<file path="config.mk">
export PLATFORM = sky130hd
export DESIGN_NAME = pwm_channel
export DESIGN_NICKNAME = d
export VERILOG_FILES = /design/src/rtl/pwm_chan_pkg.sv /design/src/rtl/pwm_prescale.sv /design/src/rtl/pwm_edge_sync.sv /design/src/rtl/pwm_core.sv /design/src/rtl/pwm_chan_regs.sv /design/src/rtl/pwm_channel.sv
export SDC_FILE = /design/constraint.sdc
export NUM_CORES = 1
export LEC_CHECK = 0
export ABC_AREA = 1
export BUFFER_PORTS_ARGS = -buffer_cell sky130_fd_sc_hd__clkbuf_2
export CAP_MARGIN = 20
export CORE_ASPECT_RATIO = 0.9
export CORE_MARGIN = 4
export CORE_UTILIZATION = 50
export CTS_CLUSTER_DIAMETER = 150
export CTS_CLUSTER_SIZE = 14
export DETAILED_ROUTE_END_ITERATION = 10
export PLACE_DENSITY = 0.67
export RECOVER_POWER = 50
export SETUP_SLACK_MARGIN = 0.2
export SYNTH_ARGS = -nofsm -noshare
export SYNTH_HDL_FRONTEND = slang
export SYNTH_SLANG_ARGS = --single-unit
</file>
<file path="constraint.sdc">
create_clock -name clk -period 6.8 [get_ports clk]
set_input_delay 1.36 -clock clk [delete_from_list [all_inputs] [get_ports clk]]
set_output_delay 1.36 -clock clk [all_outputs]
set_load 0.02 [all_outputs]
</file>
<file path="src/rtl/pwm_chan_pkg.sv">
`timescale 1ns/1ps
package pwm_chan_pkg;

  typedef enum logic [1:0] {
    MODE_CONT    = 2'd0,
    MODE_ONESHOT = 2'd1,
    MODE_CAPTURE = 2'd2,
    MODE_REF     = 2'd3
  } pwm_mode_e;

  // register word addresses
  localparam int unsigned REG_CTRL   = 0;
  localparam int unsigned REG_PERIOD = 1;
  localparam int unsigned REG_DUTY   = 2;
  localparam int unsigned REG_REPEAT = 3;
  localparam int unsigned REG_CAPHI  = 4;
  localparam int unsigned REG_CAPLO  = 5;
  localparam int unsigned REG_STATUS = 6;

  // control word field positions
  localparam int unsigned CTRL_EN      = 0;
  localparam int unsigned CTRL_MODE_LO = 1;
  localparam int unsigned CTRL_REF     = 3;
  localparam int unsigned CTRL_IEN     = 4;
  localparam int unsigned CTRL_PRE_LO  = 8;
  localparam int unsigned CTRL_SCL_LO  = 16;

  // status word field positions
  localparam int unsigned STS_PEND = 0;
  localparam int unsigned STS_POL  = 1;

endpackage

</file>
<file path="src/rtl/pwm_prescale.sv">
`timescale 1ns/1ps
module pwm_prescale #(
  parameter int unsigned PRE_W = 8,
  parameter int unsigned SCL_W = 8
) (
  input  logic             clk,
  input  logic             rst_n,
  input  logic             run,
  input  logic [PRE_W-1:0] pre_lim,
  input  logic [SCL_W-1:0] scl_lim,
  output logic             tick
);
  localparam logic [PRE_W-1:0] PRE_ONE = 1;
  localparam logic [SCL_W-1:0] SCL_ONE = 1;

  logic [PRE_W-1:0] pre_q, pre_d;
  logic [SCL_W-1:0] scl_q, scl_d;
  logic             pre_wrap;

  always_comb begin
    pre_wrap = run && (pre_q == pre_lim);
    tick     = pre_wrap && (scl_q == scl_lim);
    pre_d    = pre_q;
    scl_d    = scl_q;
    if (!run) begin
      pre_d = '0;
      scl_d = '0;
    end else begin
      pre_d = pre_wrap ? '0 : pre_q + PRE_ONE;
      if (pre_wrap) scl_d = tick ? '0 : scl_q + SCL_ONE;
    end
  end

  always_ff @(posedge clk or negedge rst_n) begin
    if (!rst_n) begin
      pre_q <= '0;
      scl_q <= '0;
    end else begin
      pre_q <= pre_d;
      scl_q <= scl_d;
    end
  end
endmodule

</file>
<file path="src/rtl/pwm_edge_sync.sv">
`timescale 1ns/1ps
module pwm_edge_sync #(
  parameter int unsigned STAGES = 2
) (
  input  logic clk,
  input  logic rst_n,
  input  logic din,
  output logic chg,
  output logic prev_lvl
);
  // sh_q[STAGES-1] is the synchronised level, sh_q[STAGES] its delayed copy
  logic [STAGES:0] sh_q, sh_d;

  always_comb begin
    sh_d     = {sh_q[STAGES-1:0], din};
    chg      = sh_q[STAGES-1] ^ sh_q[STAGES];
    prev_lvl = sh_q[STAGES];
  end

  always_ff @(posedge clk or negedge rst_n) begin
    if (!rst_n) sh_q <= '0;
    else        sh_q <= sh_d;
  end
endmodule

</file>
<file path="src/rtl/pwm_core.sv">
`timescale 1ns/1ps
module pwm_core
  import pwm_chan_pkg::*;
#(
  parameter int unsigned CNT_W = 32
) (
  input  logic             clk,
  input  logic             rst_n,
  input  logic             en,
  input  pwm_mode_e        mode,
  input  logic             ref_lvl,
  input  logic [CNT_W-1:0] period,
  input  logic [CNT_W-1:0] duty,
  input  logic [CNT_W-1:0] repeat_n,
  input  logic             tick,
  input  logic             chg,
  output logic             wave_out,
  output logic             ev_period,
  output logic             ev_done,
  output logic             ev_cap,
  output logic [CNT_W-1:0] cap_val
);
  localparam logic [CNT_W-1:0] ONE   = 1;
  localparam logic [CNT_W:0]   ONE_X = 1;

  logic [CNT_W-1:0] cnt_q, cnt_d;
  logic [CNT_W-1:0] rep_q, rep_d;
  logic [CNT_W-1:0] per_sh_q, per_sh_d;
  logic [CNT_W-1:0] duty_sh_q, duty_sh_d;
  logic             out_q, out_d;
  logic             wave_run, cap_run, per_end, last_rep;

  always_comb begin
    wave_run  = en && (mode == MODE_CONT || mode == MODE_ONESHOT);
    cap_run   = en && (mode == MODE_CAPTURE);
    per_end   = wave_run && tick && (({1'b0, cnt_q} + ONE_X) >= {1'b0, per_sh_q});
    last_rep  = ({1'b0, rep_q} + ONE_X) >= {1'b0, repeat_n};
    ev_period = per_end && (mode == MODE_CONT);
    ev_done   = per_end && (mode == MODE_ONESHOT) && last_rep;
    ev_cap    = cap_run && chg;
    cap_val   = tick ? cnt_q + ONE : cnt_q;

    cnt_d = cnt_q;
    if (!(wave_run || cap_run)) cnt_d = '0;
    else if (per_end || ev_cap) cnt_d = '0;
    else if (tick)              cnt_d = cnt_q + ONE;

    rep_d = rep_q;
    if (!wave_run)    rep_d = '0;
    else if (per_end) rep_d = rep_q + ONE;

    per_sh_d  = per_sh_q;
    duty_sh_d = duty_sh_q;
    if (!wave_run || per_end) begin
      per_sh_d  = period;
      duty_sh_d = duty;
    end

    if (wave_run)                          out_d = (cnt_q < duty_sh_q);
    else if (en && (mode == MODE_REF))     out_d = ref_lvl;
    else                                   out_d = 1'b0;
  end

  always_ff @(posedge clk or negedge rst_n) begin
    if (!rst_n) begin
      cnt_q     <= '0;
      rep_q     <= '0;
      per_sh_q  <= '0;
      duty_sh_q <= '0;
      out_q     <= 1'b0;
    end else begin
      cnt_q     <= cnt_d;
      rep_q     <= rep_d;
      per_sh_q  <= per_sh_d;
      duty_sh_q <= duty_sh_d;
      out_q     <= out_d;
    end
  end

  assign wave_out = out_q;
endmodule

</file>
<file path="src/rtl/pwm_chan_regs.sv">
`timescale 1ns/1ps
module pwm_chan_regs
  import pwm_chan_pkg::*;
#(
  parameter int unsigned CNT_W  = 32,
  parameter int unsigned PRE_W  = 8,
  parameter int unsigned SCL_W  = 8,
  parameter int unsigned ADDR_W = 3
) (
  input  logic              clk,
  input  logic              rst_n,
  input  logic              wr_en,
  input  logic [ADDR_W-1:0] addr,
  input  logic [CNT_W-1:0]  wdata,
  output logic [CNT_W-1:0]  rdata,
  input  logic              ev_period,
  input  logic              ev_done,
  input  logic              ev_cap,
  input  logic [CNT_W-1:0]  cap_val,
  input  logic              cap_high,
  output logic              en,
  output pwm_mode_e         mode,
  output logic              ref_lvl,
  output logic [PRE_W-1:0]  pre_lim,
  output logic [SCL_W-1:0]  scl_lim,
  output logic [CNT_W-1:0]  period,
  output logic [CNT_W-1:0]  duty,
  output logic [CNT_W-1:0]  repeat_n,
  output logic              pend,
  output logic              irq
);
  logic             en_q, en_d, ref_q, ref_d, ien_q, ien_d, pend_q, pend_d, pol_q, pol_d;
  pwm_mode_e        mode_q, mode_d;
  logic [PRE_W-1:0] pre_q, pre_d;
  logic [SCL_W-1:0] scl_q, scl_d;
  logic [CNT_W-1:0] per_q, per_d, duty_q, duty_d, rep_q, rep_d;
  logic [CNT_W-1:0] hi_q, hi_d, lo_q, lo_d;
  logic             wr_ctrl, wr_per, wr_duty, wr_rep, wr_sts;

  always_comb begin
    wr_ctrl = wr_en && (addr == ADDR_W'(REG_CTRL));
    wr_per  = wr_en && (addr == ADDR_W'(REG_PERIOD));
    wr_duty = wr_en && (addr == ADDR_W'(REG_DUTY));
    wr_rep  = wr_en && (addr == ADDR_W'(REG_REPEAT));
    wr_sts  = wr_en && (addr == ADDR_W'(REG_STATUS));

    en_d = en_q; mode_d = mode_q; ref_d = ref_q; ien_d = ien_q;
    pre_d = pre_q; scl_d = scl_q;
    if (wr_ctrl) begin
      en_d   = wdata[CTRL_EN];
      mode_d = pwm_mode_e'(wdata[CTRL_MODE_LO +: 2]);
      ref_d  = wdata[CTRL_REF];
      ien_d  = wdata[CTRL_IEN];
      pre_d  = wdata[CTRL_PRE_LO +: PRE_W];
      scl_d  = wdata[CTRL_SCL_LO +: SCL_W];
    end else if (ev_done) begin
      en_d = 1'b0;
    end

    per_d  = wr_per  ? wdata : per_q;
    duty_d = wr_duty ? wdata : duty_q;
    rep_d  = wr_rep  ? wdata : rep_q;

    hi_d  = (ev_cap && cap_high)  ? cap_val : hi_q;
    lo_d  = (ev_cap && !cap_high) ? cap_val : lo_q;
    pol_d = ev_cap ? cap_high : pol_q;

    pend_d = (pend_q && !(wr_sts && wdata[STS_PEND])) || ev_period || ev_done || ev_cap;

    rdata = '0;
    case (addr)
      ADDR_W'(REG_CTRL): begin
        rdata[CTRL_EN]              = en_q;
        rdata[CTRL_MODE_LO +: 2]    = mode_q;
        rdata[CTRL_REF]             = ref_q;
        rdata[CTRL_IEN]             = ien_q;
        rdata[CTRL_PRE_LO +: PRE_W] = pre_q;
        rdata[CTRL_SCL_LO +: SCL_W] = scl_q;
      end
      ADDR_W'(REG_PERIOD): rdata = per_q;
      ADDR_W'(REG_DUTY):   rdata = duty_q;
      ADDR_W'(REG_REPEAT): rdata = rep_q;
      ADDR_W'(REG_CAPHI):  rdata = hi_q;
      ADDR_W'(REG_CAPLO):  rdata = lo_q;
      ADDR_W'(REG_STATUS): begin
        rdata[STS_PEND] = pend_q;
        rdata[STS_POL]  = pol_q;
      end
      default: rdata = '0;
    endcase
  end

  always_ff @(posedge clk or negedge rst_n) begin
    if (!rst_n) begin
      en_q <= 1'b0; mode_q <= MODE_CONT; ref_q <= 1'b0; ien_q <= 1'b0;
      pre_q <= '0; scl_q <= '0;
      per_q <= '0; duty_q <= '0; rep_q <= '0;
      hi_q <= '0; lo_q <= '0; pol_q <= 1'b0; pend_q <= 1'b0;
    end else begin
      en_q <= en_d; mode_q <= mode_d; ref_q <= ref_d; ien_q <= ien_d;
      pre_q <= pre_d; scl_q <= scl_d;
      per_q <= per_d; duty_q <= duty_d; rep_q <= rep_d;
      hi_q <= hi_d; lo_q <= lo_d; pol_q <= pol_d; pend_q <= pend_d;
    end
  end

  assign en       = en_q;
  assign mode     = mode_q;
  assign ref_lvl  = ref_q;
  assign pre_lim  = pre_q;
  assign scl_lim  = scl_q;
  assign period   = per_q;
  assign duty     = duty_q;
  assign repeat_n = rep_q;
  assign pend     = pend_q;
  assign irq      = pend_q & ien_q;
endmodule

</file>
<file path="src/rtl/pwm_channel.sv">
`timescale 1ns/1ps
module pwm_channel
  import pwm_chan_pkg::*;
#(
  parameter int unsigned CNT_W       = 32,
  parameter int unsigned PRE_W       = 8,
  parameter int unsigned SCL_W       = 8,
  parameter int unsigned ADDR_W      = 3,
  parameter int unsigned SYNC_STAGES = 2
) (
  input  logic              clk,
  input  logic              rst_n,
  input  logic              reg_wr,
  input  logic [ADDR_W-1:0] reg_addr,
  input  logic [CNT_W-1:0]  reg_wdata,
  output logic [CNT_W-1:0]  reg_rdata,
  input  logic              cap_in,
  output logic              pwm_out,
  output logic              irq
);
  logic             ctl_en, ctl_ref, pend, tick, cnt_run;
  pwm_mode_e        ctl_mode;
  logic [PRE_W-1:0] ctl_pre;
  logic [SCL_W-1:0] ctl_scl;
  logic [CNT_W-1:0] cfg_period, cfg_duty, cfg_repeat, cap_val;
  logic             cap_chg, cap_prev;
  logic             ev_period, ev_done, ev_cap;

  assign cnt_run = ctl_en && (ctl_mode != MODE_REF);

  pwm_chan_regs #(.CNT_W(CNT_W), .PRE_W(PRE_W), .SCL_W(SCL_W), .ADDR_W(ADDR_W)) u_regs (
    .clk(clk), .rst_n(rst_n), .wr_en(reg_wr), .addr(reg_addr), .wdata(reg_wdata),
    .rdata(reg_rdata), .ev_period(ev_period), .ev_done(ev_done), .ev_cap(ev_cap),
    .cap_val(cap_val), .cap_high(cap_prev), .en(ctl_en), .mode(ctl_mode),
    .ref_lvl(ctl_ref), .pre_lim(ctl_pre), .scl_lim(ctl_scl), .period(cfg_period),
    .duty(cfg_duty), .repeat_n(cfg_repeat), .pend(pend), .irq(irq)
  );

  pwm_prescale #(.PRE_W(PRE_W), .SCL_W(SCL_W)) u_prescale (
    .clk(clk), .rst_n(rst_n), .run(cnt_run), .pre_lim(ctl_pre), .scl_lim(ctl_scl),
    .tick(tick)
  );

  pwm_edge_sync #(.STAGES(SYNC_STAGES)) u_sync (
    .clk(clk), .rst_n(rst_n), .din(cap_in), .chg(cap_chg), .prev_lvl(cap_prev)
  );

  pwm_core #(.CNT_W(CNT_W)) u_core (
    .clk(clk), .rst_n(rst_n), .en(ctl_en), .mode(ctl_mode), .ref_lvl(ctl_ref),
    .period(cfg_period), .duty(cfg_duty), .repeat_n(cfg_repeat), .tick(tick),
    .chg(cap_chg), .wave_out(pwm_out), .ev_period(ev_period), .ev_done(ev_done),
    .ev_cap(ev_cap), .cap_val(cap_val)
  );
endmodule

</file>
Yosys cells after proc, flatten, opt, wreduce, memory -nomap -nowiden:

Index checks and enable logic that the tools add are counted.

* bits in registers: 331
* bits in latches: 0
* RAM bits: 0
* memory bits (read-only): 0
* input port bits: 39
* logic and storage cells: 99
* memories: 0

* add/sub/neg operators: 6
* $mul: 0
* div/mod/pow operators: 0
* order comparisons: 3
* equal/unequal tests: 14
* shift operators: 0
* multiplexer cells: 19
* bitwise operators: 2
* reductions and logical operators: 34

Operators with widths (count)
* two-way mux 32 bit: 5
* case mux 16 bit (6 select lines): 1
* adder 32 x 1 -> 33 bit, second input constant: 2
* greater-or-equal comparator 33 x 32 -> 1 bit: 2
* adder 32 x 1 -> 32 bit, second input constant: 2
* two-way mux 8 bit: 5
* case mux 8 bit (5 select lines): 1
* less-than comparator 32 bit: 1
* logical AND 1 bit: 21
* case mux 3 bit (6 select lines): 1
* adder 8 x 1 -> 8 bit, second input constant: 2
* equality test 8 bit: 2
* case mux 3 bit (5 select lines): 1
* case mux 2 bit (7 select lines): 1
* equality test 3 bit, second input constant: 3
* logical OR 1 bit: 7
* equality test 3 x 2 -> 1 bit, second input constant: 2
* != test 2 bit, second input constant: 3
* equality test 2 bit, second input constant: 2
* two-way mux 1 bit: 4
* equality test 3 x 1 -> 1 bit, second input constant: 1
* zero test 1 bit: 3
* zero test 3 bit: 1
* equality test 2 x 1 -> 1 bit, second input constant: 1
* 4 further kinds: 4

Longest topological paths before layout:

Gate-level depths: netlist of the first run.

* depth in word-level cells: 10
* depth in mapped cells: 28

Modules after synthesis:

Synthesis of the first run repeated with hierarchy kept, for this count alone.

* cells, all modules: 2632
* area, all modules: 19557.5 um^2

By module, submodules not included
* pwm_core: times used 1, cells each 1365, area an instance 9585.4 um^2, seq. area each 3228.1 um^2
* pwm_chan_regs: times used 1, cells each 1076, area an instance 8648.3 um^2, seq. area each 4579.4 um^2
* pwm_prescale: times used 1, cells each 181, area an instance 1217.4 um^2, seq. area each 400.4 um^2
* pwm_edge_sync: times used 1, cells each 8, area an instance 93.8 um^2, seq. area each 75.1 um^2
* pwm_channel: times used 1, cells each 2, area an instance 12.5 um^2, seq. area each 0.0 um^2

Worst setup path after synthesis of the first run:

Ideal clock, no wire load.

* kind: in2out
* start point: in reg_addr[0]
* end point: out reg_rdata[25]
* arrival: 2759 ps
* required time: 5440 ps
* slack: 2681 ps
* cell stages on the path: 8
* cells stage by stage: inv_1 nor3_1 inv_1 clkbuf_1 clkbuf_1 o21ai_0 a221oi_1 a21oi_1

* word-level cells in the longest chain between the ends: 2
* elaborated cells on any way between the ends: 6

RTL lines
* from (decl): RTL line pwm_channel.sv:14 `input logic [ADDR_W-1:0] reg_addr,`
* equality test 3 bit, or another cell as far along: RTL line pwm_chan_regs.sv:71 `case (addr)`
* case mux 8 bit (5 select lines) *: RTL line pwm_chan_regs.sv:71
* to (decl): RTL line pwm_channel.sv:16 `output logic [CNT_W-1:0] reg_rdata,`

Mark *: on every way between the ends. The rest lies on a longest branch, timed or not.

Worst setup path after layout of the first run:

* start point: in reg_addr[1]
* end point: out reg_rdata[18]

* word-level cells in the longest chain between the ends: 2
* elaborated cells on any way between the ends: 7

RTL lines (RTL line)
* equality test 3 bit, or another cell as far along: pwm_chan_regs.sv:71
* case mux 16 bit (6 select lines) *: pwm_chan_regs.sv:71

Marks and branches as above.

==> results of run 1 <==
==> per-stage QoR <==
stage / utilization [%] / cells / setup slack (ps)
4_1_cts: 55.0 / 2764 / 1830
3_3_place_gp: 53.0 / 2734 / 1870
6_report: 55.1 / 2767 / 1620
3_5_place_dp: 53.1 / 2735 / 1860
5_1_grt: 55.1 / 2767 / 1230
2_1_floorplan: - / 2263 / 2680
==> registers in the layout, indices dropped and copies added (netlist names), 2 cells and up <==
register,count
u_core.cnt_q,32
u_core.duty_sh_q,32
u_core.per_sh_q,32
u_core.rep_q,32
u_regs.duty,32
u_regs.hi_q,32
u_regs.lo_q,32
u_regs.period,32
u_regs.repeat_n,32
u_prescale.pre_q,8
u_prescale.scl_q,8
u_regs.pre_lim,8
u_regs.scl_lim,8
u_sync.sh_q,3
u_regs.mode,2
==> cell usage in the layout (no fill, tap or decap), types with 8 or more instances in the layout <==
master     count
or2_2          8
inv_1        296
clkbuf_2      69
o21ai_1       16
nand4_1       23
a221oi_1      32
xor2_1        59
buf_4         11
clkbuf_16     27
o22ai_1       26
ha_1         100
xnor2_1       14
nand2_1      624
nand3_1       51
o21ai_2       50
a31oi_1       19
o21ai_0      246
dfrtp_1      331
a21oi_1       52
nor2_1       155
nor3_1        31
==> cell usage after synthesis, types with 2 or more instances <==
cell / number
xor2_1: 59
nand2_2: 2
or2_2: 8
a41oi_1: 2
nor2_1: 155
clkinv_1: 4
o2111ai_1: 2
inv_1: 296
nand2_1: 626
inv_2: 3
nor2_2: 3
o21bai_1: 2
ha_1: 100
nand4_1: 23
o21ai_2: 50
a21oi_1: 52
buf_6: 19
o21ai_1: 16
o21ai_0: 246
buf_2: 6
a221oi_1: 32
clkbuf_1: 55
nor3_1: 30
o22ai_1: 26
xnor2_1: 14
nand3_1: 52
nor3_2: 4
dfrtp_1: 331
a21o_1: 5
a211oi_1: 2
a31oi_1: 19
nor4_1: 5
==> metal layers <==
layer | vias to the layer above | wire [µm]
li1 | 7368 | -
met1 | 7526 | 25200
met2 | 619 | 23300
met3 | 80 | 5160
met4 | 0 | 1580
met5 | - | 0
==> cells by family (layout without fill, tap and decap cells) <==
family          count (synthesis)  after routing  share of synthesized area, %
compound gates                460            460                          15.0
flops                         331            331                          45.5
buf+inv                       385            420                          8.79
simple gates                  914            914                          20.3
xor+xnor                       73             73                          3.52
fa+ha+maj                     100            100                          6.88
==> path summary, 6_finish.rpt <==
| kind | end | slack, ps |
|---|---|---|
| setup / recovery | reg_rdata[18] | 1620 |
| hold / removal | u_sync.sh_q[1] | 370 |
| setup reg to reg | u_core.rep_q[19] | 1920 |
| hold reg to reg | u_sync.sh_q[1] | 370 |
| max in group asynchronous | u_core.per_sh_q[22] | 1890 |
| min in group asynchronous | u_core.per_sh_q[3] | 2280 |
==> cell type report <==
cell class              instances  area, µm²  area share [%]
well taps                     469        587            3.00
multi-input cells            1547       8320            42.6
clock buffers                  27        676            3.46
clock inverters                 2       16.3          0.0832
flip-flops and latches        331       8280            42.4
repair buffers                 88        522            2.67
inverters                     303       1140            5.82
==> power groups by stage <==
stage	combinational [W]	clock (W)	sequential, W
detailed placement	0.00100	0	0.00243
global placement	0.000973	0	0.00242
CTS	0.00101	0.00143	0.00239
floorplan	0.000712	0	0.00235
global route	0.00115	0.00151	0.00242
finish	0.00101	0.00141	0.00240
==> out/metrics.yaml, run 1 <==
cts:
  clkTransAtPathRegs_ps: 70
  cts_resized: 0
  cts.sink_count: 331
  numCtsBuffers: 27
  cts.path.max_buffers: 3
  clk_latency_ps: 560
  post-cts-setup-buffers: 0
  cts_max_level: 1
  cts_root_buf: "clkbuf_16"
  cts_tree: "done"
  cts_hold_buf: 0
worst_setup_path:
  cp-end-kind: "output pin"
  path_cells: "clkbuf_1 -> inv_1 -> nor3_1 -> clkbuf_1 -> inv_1 -> nor2_1 -> a221oi_1 -> a41oi_1 -> clkbuf_2"
  crit_family: "buffers and inverters"
  worst_ep_arrival_time_ps: 3820
  worstPathRequired_ps: 5440
  reg2regPathDepth: 23
  critPathSlowestCell: "inv_1"
  startpoint: "reg_addr[1]"
  crit_type: "primary input to output pin"
  critical-path-max-stage-delay_ps: 840
  r2r_start: "u_core.cnt_q[0]"
  path_max_fanout: 29
  worst-path-stages: 9
  path_buf_inv: 5
  critPathLaunchType: "primary input"
floorplan:
  die_x_um: 209
  num_rows: 65
  start_util_pct: 51.3
  fp.dieH_um: 189
  design.core.area_um2: 35500
  dieArea_um2: 39500
  num_io_pins: 73
cells_and_area:
  diodes: 0
  fill_cells: 3432
  fin_nets: 2437
  drive_gt1_share_pct: 8.09
  syn2layout_area_growth_pct: 7.46
  final_cell_area_um2: 19500
drt:
  wl_um: 55200
  drtPass1Iterations: 6
  post-route-drc-count: 0
  vias: 15593
  dr.first_iter.drc_count: 1410
  via_per_inst: 5.64
  drt.antenna.violating_nets: 0
  drt-wirelength-per-cell_um: 20.0
hold_path:
  min_from: "u_sync.sh_q[0]"
  holdPathStages: 0
  hold_class: "register to register"
timing:
  rsz0062_at_grt: "false"
  max_slew_margin_pct: -181
  slew_viol_final: 108
  worst_clock_skew_ps: 27.5
  finalSetupViolations: 0
  post-route-period-util_pct: 76.2
  finalSetupTns_ps: 0
  fmax_mhz: 193
  hold_violations: 0
  period_needed_ps: 5180
  worst_hold_slack_ps: 368
  tightest_slew_ps: 4210
global_route:
  track_usage_pct: 27.8
  met1_usage_pct: 41.5
  antenna_found_initial: 0
  grt_start_max_net_pins: 140
  grtUsageMet3_pct: 6.54
  grt_overflow_total: 0
  grt_first_pass_wirelength_um: 87200
  grt_pass1_vias: 14929
  busiest_layer: "met1"
  met2_usage_pct: 41.1
pwr:
  ir_drop_v: 0.000165
  p_total_w: 0.00483
  p_int_w: 0.00322
  p_sw_w: 0.00161
  powerDensity_nw_per_um2: 247
  cellLeakagePower_nw: 9.66
  p_sw_share_pct: 33.2
  comb_power_share_pct: 21.0
  p_seq_share_pct: 49.8
  clkPwrFrac_pct: 29.2
yosys:
  synthFlopType: "dfrtp_1"
  synth.largest_area_cell: "dfrtp_1"
  yosys_warnings: 0
  syn_area_um2: 18200
  synthArstFlopShare_pct: 100
  synth_edf_count: 0
  synth_seq_cells: 331
  synth.top_cells.by_area: "dfrtp_1 46%, nand2_1 13%, ha_1 6.9%"
  synth.yosys.seq_area_share_pct: 45.5
  syn_area_per_cell_um2: 8.04
  netlist.area_leader.share_pct: 45.5
  syn-num-nets: 2402
  synth_cells: 2263
  synth.distinct_cells: 46
status:
  failed_checks: "capacitance limit, slew limit"
  outcome: "complete, but fails checks"
placement:
  io_buffers: 72
  place_area_um2: 18800
  place.gp.congestion: 0.928
  dp_hpwl_um: 41400
job:
  maxCapViolations: 2
Power figures use the tool's default switching activity.
==> run 2, diff against run 1 <==
ABC_AREA = 0   (was 1)
clock period = 4.9 ns   (was 6.8 ns; I/O delays follow)
==> run 2 against run 1 <==
Effect of this change: the run still ends with capacitance limit, slew limit left; final cell count is 19% lower; global-route usage is 2.2 points lower; non-clock buffer count is 24 higher; first-iteration DRC count is 15% lower; synthesized cell count is 24% lower; core utilization is 0.49 points higher; flip-flop and latch count stayed put; sequential power is 63% higher; clock skew is 6.2 ps higher; combinational power is 86% higher; area after synthesis is 1.9% lower; hold slack better by 63 ps; largest cell class unchanged.
==> out/metrics.yaml, run 2 <==
floorplan:
  dieArea_um2: 38800  # -1.8%
  start_util_pct: 50.8  # -0.50 points
  design.core.area_um2: 35100  # -0.92%
  num_io_pins: 73  # unchanged
  fp.dieH_um: 187  # -0.91%
  die_x_um: 207  # -0.91%
  num_rows: 65  # unchanged
drt:
  drt-wirelength-per-cell_um: 22.5  # +12%
  vias: 13653  # -12%
  via_per_inst: 6.11  # +8.4%
  dr.first_iter.drc_count: 1204  # -15%
  drtPass1Iterations: 6  # unchanged
  wl_um: 50200  # -9.2%
  drt.antenna.violating_nets: 0  # unchanged
  post-route-drc-count: 0  # unchanged
yosys:
  netlist.area_leader.share_pct: 46.4  # +0.88 points
  synthArstFlopShare_pct: 100  # unchanged
  synth_compound_area_share_pct: 12.8  # -2.2 points
  yosysMostFrequentCell: "dfrtp_1"
  synth_xor_area_share_pct: 5.69  # +2.2 points
  syn-num-nets: 1854  # -23%
  syn_area_per_cell_um2: 10.4  # +29%
  synth_fa_ha_area_share_pct: 7.01  # +0.13 points
  synth_cells: 1715  # -24%
  synthSimpleGateAreaFrac_pct: 11.8  # -8.5 points
  synth_seq_cells: 331  # unchanged
  synth_top_family_by_area: "compound AO/OA/AOI/OAI gates"
  synth.largest_area_cell: "dfrtp_1"
  synth_mux_area_share_pct: 11.8  # +12 points
  yosys_warnings: 0  # unchanged
  synth.yosys.seq_area_share_pct: 46.4  # +0.88 points
  netlist_top_cells_count: "331 x dfrtp_1, 177 x mux2_2, 174 x nor2_1, 129 x a21oi_1, 105 x inv_1"
  synth_edf_count: 0  # unchanged
  synth.top_cells.by_area: "dfrtp_1 46%, mux2_2 11%, ha_1 7.0%"
  syn_area_um2: 17800  # -1.9%
  synth.distinct_cells: 65  # +41%
  synthFlopType: "dfrtp_1"
timing:
  period_needed_ps: 4350
  worst_clock_skew_ps: 33.7  # +6.15 ps
  finalSetupTns_ps: 0  # unchanged
  fmax_mhz: 230
  slew_viol_final: 204  # +89%
  hold_violations: 0  # unchanged
  tightest_slew_ps: 2830  # -1380 ps
  rsz0062_at_grt: "false"
  post-route-period-util_pct: 88.8
  max_slew_margin_pct: -88.5  # +92 points
  finalSetupViolations: 0  # unchanged
cells_and_area:
  fill_cells: 3062  # -11%
  mostFrequentLayoutCell: "dfrtp_1"
  fin_nets: 1905  # -22%
  fin_cells: 2234  # -19%
  drive_gt1_share_pct: 19.2  # +11 points
  seqCellArea_um2: 8280  # unchanged
  final_cell_mix: "331 x dfrtp_1, 177 x mux2_2, 173 x nor2_1, 129 x a21oi_1, 105 x inv_1"
  syn2layout_area_growth_pct: 9.49
  diodes: 0  # unchanged
  multiInputGateArea_um2: 8820  # +6.0%
pwr:
  cellLeakagePower_nw: 8.83  # -8.6%
  powerDensity_nw_per_um2: 396  # +60%
  ir_drop_v: 0.000310  # +88%
  p_total_w: 0.00774  # +60%
worst_setup_path:
  critical-path-max-stage-delay_ps: 440  # -400 ps
  critPathSlowestCell: "dfrtp_1"
  endpoint: "u_core.cnt_q[14]"
  worst-path-stages: 17  # +8
  reg2regPathDepth: 17  # -26%
  worstPathRequired_ps: 5380  # -60 ps
  startpoint: "u_core.cnt_q[0]"
  worst_ep_arrival_time_ps: 4830  # +1010 ps
  path_cells: "ha_1 -> nand3_1 -> nor2_1 -> nand2_1 -> nor2_1 -> nand3_1 -> xnor2_1 -> ha_1 -> a21oi_1 -> o21ai_0 -> a221oi_1 -> a21boi_0 -> o211a_2 -> buf_12 -> o31ai_4 -> buf_4 -> nor2_1"
  path_buf_inv: 2  # -3
  cp-end-kind: "register"
  r2r_slack_ps: 550  # -1370 ps
  crit_family: "compound AO/OA/AOI/OAI gates"
  r2r-end: "u_core.cnt_q[14]"
  critPathLaunchType: "register"
  crit_top_cell: "nor2_1"
  path_max_fanout: 43  # +48%
  r2r_start: "u_core.cnt_q[0]"
  crit_type: "register to register"
cts:
  cts_tree: "done"
  post-cts-setup-buffers: 0  # unchanged
  clk_latency_ps: 580  # +20 ps
  cts.path.max_buffers: 3  # unchanged
  clkTransAtPathRegs_ps: 80  # about the same
  cts.sink_count: 331  # unchanged
  cts_root_buf: "clkbuf_16"
  cts_max_level: 1  # unchanged
  numCtsBuffers: 27  # unchanged
placement:
  io_buffers: 72  # unchanged
  dp_hpwl_um: 34800  # -16%
  placed_cells: 2206  # -19%
  place.gp.congestion: 0.910  # -2.0%
global_route:
  grt_overflow_total: 0  # unchanged
  grt_start_max_net_pins: 108  # -23%
  grt_pass1_vias: 13635  # -8.7%
  track_usage_pct: 25.6  # -2.2 points
  grt_first_pass_wirelength_um: 79500  # -8.7%
  antenna_found_initial: 0  # unchanged
status:
  failed_checks: "capacitance limit, slew limit"
  outcome: "complete, but fails checks"
hold_path:
  hold_class: "register to register"
job:
  maxCapViolations: 3  # +1
==> run 2: cell count changes after synthesis, sizes merged, moves of 70 or more <==
cell	before	now
a22oi	1	71
mux2	0	182
o21ai	312	28
nand2	628	76
inv	299	105
a21oi	53	129
==> run 2: kinds of logic after synthesis <==
kind of cell | Yosys count
adder cells (fa/ha/maj) | 100
AND/OR/NAND/NOR | 437
XOR/XNOR | 116
AO/OA/AOI/OAI | 348
buffers and inverters | 195
flip-flops | 331
multiplexers | 188
==> run 2: layout make-up <==
cell class	count	area share (%)
Multi-Input combinational cell	1189	45.2
Inverter	105	2.02
Clock inverter	1	0.0384
Timing Repair Buffer	112	3.93
Sequential cell	331	42.4
Clock buffer	27	3.46
Tap cell	469	3.00
==> run 2: stage by stage <==
stage / worst slack (ps) / area (µm²) / utilization [%] / hold slack [ps]
finish: 548 / 19500 / 55.6 / 431
floorplan: 1070 / 17800 / - / 331
global placement: 560 / 18800 / 53.6 / 415
detailed placement: 447 / 18900 / 53.7 / 409
global route: 276 / 19500 / 55.6 / 442
CTS: 411 / 19600 / 55.7 / 431
==> run 2: what timing repair did <==
| item | CTS | global route |
|---|---|---|
| setup endpoints to repair | 0 | 112 |
| gates resized for setup | 0 | 3 |
| hold buffers | 0 | 0 |
==> run 2: where the power goes <==
group | switching (W) | leakage (nW) | internal, W
registers | 0.000494 | 4.13 | 0.00342
clock network | 0.000977 | 0.333 | 0.000969
logic | 0.00103 | 4.36 | 0.000846
==> run 2: how the worst min path moves through the flow <==
stage,from,endpoint,slack (ps),cells past startpoint
after global placement,u_sync.sh_q[0],u_sync.sh_q[1],420,0
after floorplan,u_sync.sh_q[0],u_sync.sh_q[1],330,0
after global routing,u_sync.sh_q[0],u_sync.sh_q[1],440,0
after detailed placement,u_sync.sh_q[0],u_sync.sh_q[1],410,0
after CTS,u_sync.sh_q[0],u_sync.sh_q[1],430,0
final,u_sync.sh_q[1],u_sync.sh_q[2],430,0
==> run 2: metal layers <==
layer / wire [µm] / part of all wire, % / global-route usage (%) / vias up
met5: 0 / 0 / 0 / -
met4: 1370 / 2.7 / 6.36 / 0
li1: - / - / - / 6214
met3: 3700 / 7.4 / 4.88 / 77
met1: 22500 / 45 / 37.4 / 6882
met2: 22600 / 45 / 39.6 / 480
